$ cat src/rtl/wbr_pkg.sv
package wbr_pkg;
  typedef enum logic [1:0] {
    WBR_NORMAL  = 2'd0,
    WBR_INWARD  = 2'd1,
    WBR_OUTWARD = 2'd2,
    WBR_SAFE    = 2'd3
  } wbr_mode_e;
endpackage

$ cat src/rtl/wbr_mode_dec.sv
module wbr_mode_dec
  import wbr_pkg::*;
(
  input  logic [1:0] mode,
  output logic       in_sel_upd,
  output logic       in_sel_safe,
  output logic       out_sel_upd,
  output logic       out_sel_safe
);
  wbr_mode_e m;
  always_comb begin
    m            = wbr_mode_e'(mode);
    in_sel_upd   = 1'b0;
    in_sel_safe  = 1'b0;
    out_sel_upd  = 1'b0;
    out_sel_safe = 1'b0;
    case (m)
      WBR_INWARD:  in_sel_upd = 1'b1;
      WBR_OUTWARD: out_sel_upd = 1'b1;
      WBR_SAFE: begin
        in_sel_safe  = 1'b1;
        out_sel_safe = 1'b1;
      end
      default: ;
    endcase
  end
endmodule

$ cat src/rtl/wbr_cell.sv
module wbr_cell #(
  parameter logic SAFE_BIT = 1'b0
) (
  input  logic clk,
  input  logic rst,
  input  logic cfi,
  input  logic ti,
  input  logic shift_en,
  input  logic capture_en,
  input  logic update_en,
  input  logic sel_upd,
  input  logic sel_safe,
  output logic cfo,
  output logic to
);
  logic sh_q;
  logic up_q;

  always_ff @(posedge clk) begin
    if (rst) begin
      sh_q <= 1'b0;
      up_q <= 1'b0;
    end else begin
      if (shift_en)        sh_q <= ti;
      else if (capture_en) sh_q <= cfi;
      if (update_en)       up_q <= sh_q;
    end
  end

  always_comb begin
    if (sel_safe)     cfo = SAFE_BIT;
    else if (sel_upd) cfo = up_q;
    else              cfo = cfi;
  end

  assign to = sh_q;
endmodule

$ cat src/rtl/wbr_chain.sv
module wbr_chain #(
  parameter int N_IN  = 8,
  parameter int N_OUT = 8,
  parameter logic [N_IN-1:0]  SAFE_IN  = '0,
  parameter logic [N_OUT-1:0] SAFE_OUT = '0
) (
  input  logic             clk,
  input  logic             rst,
  input  logic [1:0]       mode,
  input  logic             shift_en,
  input  logic             capture_en,
  input  logic             update_en,
  input  logic             si,
  output logic             so,
  input  logic [N_IN-1:0]  wfi,
  output logic [N_IN-1:0]  core_in,
  input  logic [N_OUT-1:0] core_out,
  output logic [N_OUT-1:0] wfo
);
  localparam int LEN = N_IN + N_OUT;

  logic [LEN:0] link;
  logic in_sel_upd, in_sel_safe, out_sel_upd, out_sel_safe;

  assign link[0] = si;
  assign so      = link[LEN];

  wbr_mode_dec u_dec (
    .mode         (mode),
    .in_sel_upd   (in_sel_upd),
    .in_sel_safe  (in_sel_safe),
    .out_sel_upd  (out_sel_upd),
    .out_sel_safe (out_sel_safe)
  );

  for (genvar i = 0; i < N_IN; i++) begin : g_in
    wbr_cell #(.SAFE_BIT(SAFE_IN[i])) u_cell (
      .clk        (clk),
      .rst        (rst),
      .cfi        (wfi[i]),
      .ti         (link[i]),
      .shift_en   (shift_en),
      .capture_en (capture_en),
      .update_en  (update_en),
      .sel_upd    (in_sel_upd),
      .sel_safe   (in_sel_safe),
      .cfo        (core_in[i]),
      .to         (link[i+1])
    );
  end

  for (genvar j = 0; j < N_OUT; j++) begin : g_out
    wbr_cell #(.SAFE_BIT(SAFE_OUT[j])) u_cell (
      .clk        (clk),
      .rst        (rst),
      .cfi        (core_out[j]),
      .ti         (link[N_IN+j]),
      .shift_en   (shift_en),
      .capture_en (capture_en),
      .update_en  (update_en),
      .sel_upd    (out_sel_upd),
      .sel_safe   (out_sel_safe),
      .cfo        (wfo[j]),
      .to         (link[N_IN+j+1])
    );
  end
endmodule

$ cat config.mk
export PLATFORM = sky130hd
export DESIGN_NAME = wbr_chain
export DESIGN_NICKNAME = d
export VERILOG_FILES = /design/src/rtl/wbr_pkg.sv /design/src/rtl/wbr_mode_dec.sv /design/src/rtl/wbr_cell.sv /design/src/rtl/wbr_chain.sv
export SDC_FILE = /design/constraint.sdc
export NUM_CORES = 1
export LEC_CHECK = 0
export BUFFER_PORTS_ARGS = -buffer_cell sky130_fd_sc_hd__buf_2
export CORE_ASPECT_RATIO = 0.75
export CORE_UTILIZATION = 57
export DETAILED_ROUTE_END_ITERATION = 12
export PLACE_DENSITY = 0.95
export SETUP_SLACK_MARGIN = 0.15
export SKIP_CTS_REPAIR_TIMING = 1
export SYNTH_ARGS = -nofsm -noshare
export SYNTH_HDL_FRONTEND = slang
export SYNTH_SLANG_ARGS = --single-unit
$ cat constraint.sdc
create_clock -name clk -period 2.6 [get_ports clk]
set_input_delay 0.52 -clock clk [delete_from_list [all_inputs] [get_ports clk]]
set_output_delay 0.52 -clock clk [all_outputs]
set_load 0.1 [all_outputs]
==> results of run 1 <==
worst min-delay path: cells and delay by family (launching register included):
kind | cells | cell delay (ns)
mux | 1 | 0.06
simple gates | 1 | 0.07
flops | 1 | 0.33
cell type report:
type | instances | area (sq um) | area share, %
timing repair buffer | 40 | 200 | 10.7
sequential | 32 | 641 | 34.2
clock buffer | 8 | 90.1 | 4.82
inverter | 17 | 63.8 | 3.41
tap | 36 | 45.0 | 2.41
multi-input combinational | 112 | 831 | 44.4
sequential cells by signal, summed over array words and instances (netlist names):
register           cells
g_out.u_cell.to        8
g_out.u_cell.up_q      8
g_in.u_cell.up_q       8
g_in.u_cell.to         8
through the flow:
stage,power (mW),cell area (sq um),utilization [%],setup slack (ns),hold slack [ns]
floorplan,0.804,1750,-,0.851,0.460
global placement,0.826,1780,64.4,0.492,0.473
detailed placement,0.832,1780,64.4,0.491,0.483
CTS,1.22,1870,67.7,0.495,0.502
global route,1.26,1870,67.7,0.385,0.522
finish,1.21,1870,67.7,0.481,0.496
routing by layer:
metal	vias to the layer above	global-route usage [%]
met1	575	28.2
met3	5	4.86
li1	661	-
met2	44	34.5
met4	0	9.78
met5	-	0
final timing paths:
kind	from	end	slack, ns	cells after the start
worst max-delay path	mode[1]	wfo[3]	0.48	4
worst min-delay path	g_out[0].u_cell.up_q	g_out[0].u_cell.up_q	0.50	2
worst max register to register	g_in[5].u_cell.to	g_in[5].u_cell.to	1.79	2
worst min register to register	g_out[0].u_cell.up_q	g_out[0].u_cell.up_q	0.50	2
kinds of logic (layout without fill, tap and decap cells):
kind of cell / count (synthesis) / count (layout) / share of synthesized area, %
compound gates: 32 / 32 / 14.9
mux: 32 / 32 / 18.3
buf+inv: 46 / 65 / 15.8
flops: 32 / 32 / 36.7
simple gates: 48 / 48 / 14.3
where the power goes:
part           internal [mW]  switching (mW)  total, mW
Combinational         0.0763           0.206      0.283
Clock                  0.216           0.171      0.386
Sequential             0.519          0.0191      0.538
cells in the mapped netlist:
| master | number | area, sq um |
|---|---|---|
| dfxtp_1 | 32 | 641 |
| mux2i_1 | 32 | 320 |
| buf_4 | 18 | 135 |
| inv_1 | 17 | 63.8 |
| nor2_1 | 16 | 60.1 |
| nor2b_1 | 16 | 100 |
| a211oi_2 | 10 | 125 |
| nand2_1 | 8 | 30.0 |
| nand3b_1 | 8 | 60.1 |
| o21ai_0 | 8 | 40.0 |
| o22ai_1 | 8 | 50.1 |
| a211oi_1 | 6 | 45.0 |
| clkbuf_1 | 5 | 18.8 |
| buf_2 | 3 | 15.0 |
| buf_6 | 2 | 22.5 |
| buf_12 | 1 | 20.0 |
placed cells by master, fill, tap and decap left out:
cell type and instances:
buf_2 40, mux2i_1 32, dfxtp_1 32, inv_1 17, nor2b_1 16, nor2_1 16, a211oi_2 10, nand3b_1 8
o21ai_0 8, nand2_1 8, o22ai_1 8, a211oi_1 6, clkbuf_8 6, clkbuf_1 2
==> impl_metrics.env, run 1 <==
export IMPL_place_inst=237
export IMPL_die_x_um=65.9
export IMPL_cp_required_ns=2.08
export IMPL_routedWlPerCell_um=13.3
export IMPL_status="finished, final reports clean"
export IMPL_ys_types=16
export IMPL_wl_met1_um=1560
export IMPL_grt_max_degree=33
export IMPL_end_kind="output pin"
export IMPL_irDropWorstVdd_mv=0.465
export IMPL_max_stage_delay_ns=0.46
export IMPL_clk_pin_slew_ns=0.06
export IMPL_drv_cap=0
export IMPL_final_nets=232
export IMPL_io_pins=41
export IMPL_vias_per_cell=5.24
export IMPL_antenna_cells=0
export IMPL_cts_htree_levels=2
export IMPL_highest_layer="met4"
export IMPL_cts_sinks=32
export IMPL_start_util_pct=63.2
export IMPL_die_area_sq_mm=0.00329
export IMPL_slew_headroom_pct=54.2
export IMPL_vias=1285
export IMPL_period_share_pct=81.5
export IMPL_cts_tree="built"
export IMPL_netlist_area_sq_mm=0.00175
export IMPL_first_pass_iters=4
export IMPL_clk_insertion_delay_late_ns=0.28
export IMPL_ys_ff_latch=32
export IMPL_arrival_ns=1.60
export IMPL_timing_final_hold_violations=0
export IMPL_overflow=0
export IMPL_antenna_found_initial=0
export IMPL_fin_tns_setup_ns=0
export IMPL_finalWeightedCongestion=0.735
export IMPL_clockRootBuffer="clkbuf_8"
export IMPL_rsz0062_at_grt="no"
export IMPL_post_dp_hpwl_um=2160
export IMPL_drtAntennaViolNets=0
export IMPL_max_freq_mhz=472
export IMPL_port_buffers=40
export IMPL_die_y_um=49.9
export IMPL_final_max_slew_viol_count=0
export IMPL_ys_seq_area_share_pct=36.7
export IMPL_drive_above_1_share_pct=26.8
export IMPL_skew_ns=0.00171
export IMPL_met3WireLength_um=165
export IMPL_remaining_drc_errors=0
export IMPL_synth_fp_nets=214
export IMPL_cts_buffers=5
export IMPL_syn_avg_cell_area_sq_um=9.19
export IMPL_routed_wl_um=3260
export IMPL_setup_violations_final=0
export IMPL_crit_path_frequent_cell="buf_2"
export IMPL_fin_crit_ns=2.12
export IMPL_crit_path_top_delay_cell="buf_2"
export IMPL_yosysWarnings=0
export IMPL_power_density_mw_per_mm2=646
export IMPL_first_global_vias=1162
export IMPL_core_sq_mm=0.00276
export IMPL_std_cell_rows=16
export IMPL_tightest_slew_ns=0.686
export IMPL_crit_family="buffers and inverters"
export IMPL_cts_buffer_depth=2
export IMPL_critical_path_class="in -> out"
export IMPL_hold_path_class="reg -> reg"
export IMPL_cp_cell_sequence="buf_2 -> nand2_1 -> o22ai_1 -> buf_2"
export IMPL_critPathBufInv=2
export IMPL_dr_wl_met2_um=1480
export IMPL_grt_use_total_pct=21.9
export IMPL_startpoint_type="input pin"
export IMPL_syn_inst=190
export IMPL_n_fill_cell=231
export IMPL_first_iter_violations=78
export IMPL_area_growth_pct=7.09
export IMPL_grt_pass1_wl_um=5310
export IMPL_worstPathMaxFanout=24
export IMPL_finalNonFillerCells=245
export IMPL_p_leak_nw=0.883
Note: power is estimated with default switching activity, not from simulation.
==> run 2: changes to the inputs <==
- CORE_UTILIZATION: 57 -> 48
- PLACE_DENSITY: 0.95 -> 0.86
- clock period: 2.6 -> 1.7 ns (I/O delays scaled with it)
==> run 2 against run 1 <==
Clock skew rose by 0.0025 ns; total power rose by 57%; sequential cell count did not move; sequential share of layout area fell by 4.2 points; register-to-register slack got worse by 0.89 ns; sequential power rose by 53%; die area rose by 18%; critical path type unchanged; critical endpoint is now core_in[7]; highest routed layer unchanged.
==> impl_metrics.env, run 2 (synthesis gave the netlist of run 1 again) <==
export IMPL_status="finished, final reports clean"
export IMPL_routedWlPerCell_um=13.2
export IMPL_max_freq_mhz=662
export IMPL_skew_ns=0.00424
export IMPL_tightest_slew_ns=0.671
export IMPL_p_seq_share_pct=43.5
export IMPL_clk_pin_slew_ns=0.06
export IMPL_die_area_sq_mm=0.00389
export IMPL_grt_use_total_pct=19.5
export IMPL_drv_cap=0
export IMPL_routed_wl_um=3310
export IMPL_first_iter_violations=62
export IMPL_crit_path_top_delay_cell="o21ai_0"
export IMPL_clockRootBuffer="clkbuf_8"
export IMPL_area_growth_pct=21.9
export IMPL_final_nets=234
export IMPL_startpoint_type="input pin"
export IMPL_core_sq_mm=0.00338
export IMPL_p_sw_uw=626
export IMPL_p_comb_share_pct=27.7
export IMPL_start_util_pct=51.7
export IMPL_n_fill_cell=295
export IMPL_holdPathStages=3
export IMPL_antenna_cells=0
export IMPL_power_density_mw_per_mm2=888
export IMPL_irDropWorstVdd_mv=0.420
export IMPL_remaining_drc_errors=0
export IMPL_timing_final_hold_violations=0
export IMPL_fin_area_sq_mm=0.00213
export IMPL_cp_required_ns=1.36
export IMPL_grt_max_degree=33
export IMPL_io_pins=41
export IMPL_worstPathMaxFanout=24
export IMPL_switching_share_pct=33.1
export IMPL_placed_cell_area_sq_mm=0.00204
export IMPL_die_y_um=54.2
export IMPL_vias_per_cell=5.19
export IMPL_antenna_found_initial=0
export IMPL_port_buffers=40
export IMPL_drtAntennaViolNets=0
export IMPL_arrival_ns=1.17
export IMPL_critical_path_class="in -> out"
export IMPL_cts_sinks=32
export IMPL_first_pass_iters=4
export IMPL_grt_pass1_wl_um=5590
export IMPL_max_stage_delay_ns=0.36
export IMPL_cts_buffers=5
export IMPL_cp_cell_sequence="clkbuf_4 -> o21ai_0 -> buf_12"
export IMPL_slew_headroom_pct=55.2
export IMPL_cts_tree="built"
export IMPL_vias=1297
export IMPL_drive_above_1_share_pct=28.1
export IMPL_first_global_vias=1231
export IMPL_cts_buffer_depth=2
export IMPL_regToRegSetupSlack_ns=0.90
export IMPL_overflow=0
export IMPL_power_internal_mw=1.27
export IMPL_period_share_pct=88.9
export IMPL_clk_insertion_delay_late_ns=0.28
export IMPL_rsz0062_at_grt="yes"
export IMPL_end_kind="output pin"
export IMPL_fin_tns_setup_ns=0
export IMPL_finalWeightedCongestion=0.755
export IMPL_setup_violations_final=0
export IMPL_final_cell_mix="mux2i_1 (32), dfxtp_1 (32), buf_2 (22)"
export IMPL_r2r_cells=2
export IMPL_cts_htree_levels=2
export IMPL_post_dp_hpwl_um=2210
export IMPL_clock_power_share_pct=28.8
export IMPL_hold_path_class="in -> reg"
export IMPL_std_cell_rows=18
export IMPL_final_max_slew_viol_count=0
export IMPL_fin_crit_ns=1.51
export IMPL_die_x_um=71.7
export IMPL_p_leak_nw=0.956
## run 2: stage by stage
stage / utilization (%) / instances / hold WS [ns] / total power [mW] / setup slack, ns
6_report: 63.0 / 250 / 0.362 / 1.89 / 0.189
5_1_grt: 63.0 / 250 / 0.379 / 1.98 / 0.143
4_1_cts: 62.7 / 250 / 0.353 / 1.91 / 0.0600
3_5_place_dp: 60.4 / 243 / 0.482 / 1.36 / 0.0695
3_3_place_gp: 60.4 / 243 / 0.472 / 1.35 / 0.105
2_1_floorplan: - / 190 / 0.413 / 1.23 / 0.265
## run 2: worst max-delay path: cells and delay by family
| family | cells | cell delay [ns] |
|---|---|---|
| AO/OA/AOI/OAI | 1 | 0.36 |
| buffers and inverters | 2 | 0.45 |
## run 2: area by class of cell
class	instances	area (sq um)	area share [%]
Inverter	17	63.8	3.00
Timing Repair Buffer	42	460	21.6
Clock buffer	6	72.6	3.41
Tap cell	40	50.0	2.35
Clock inverter	1	5.00	0.235
Sequential cell	32	641	30.1
Multi-Input combinational cell	112	837	39.3
## run 2: metal layers
layer  up-vias  wire length [um]  GRT usage, %
met5         -                 0             0
met4         0                45          7.19
met3         5               164          6.45
met2        31              1500          31.9
met1       598              1590          24.3
li1        663                 -             -
## run 2: worst paths after layout
kind	start	endpoint
worst max-delay path	mode[0]	core_in[7]
worst min-delay path	si	g_in[0].u_cell.to
worst max register to register	g_in[4].u_cell.to	g_in[4].u_cell.to
worst min register to register	g_in[2].u_cell.up_q	g_in[2].u_cell.up_q
## run 2: power by group through the flow
stage                     Sequential (mW)  Clock (mW)  Combinational (mW)
after floorplan                     0.843           0               0.385
after global placement              0.837           0               0.514
after detailed placement            0.840           0               0.521
after CTS                           0.823       0.566               0.523
after global routing                0.830       0.593               0.554
final                               0.823       0.544               0.524
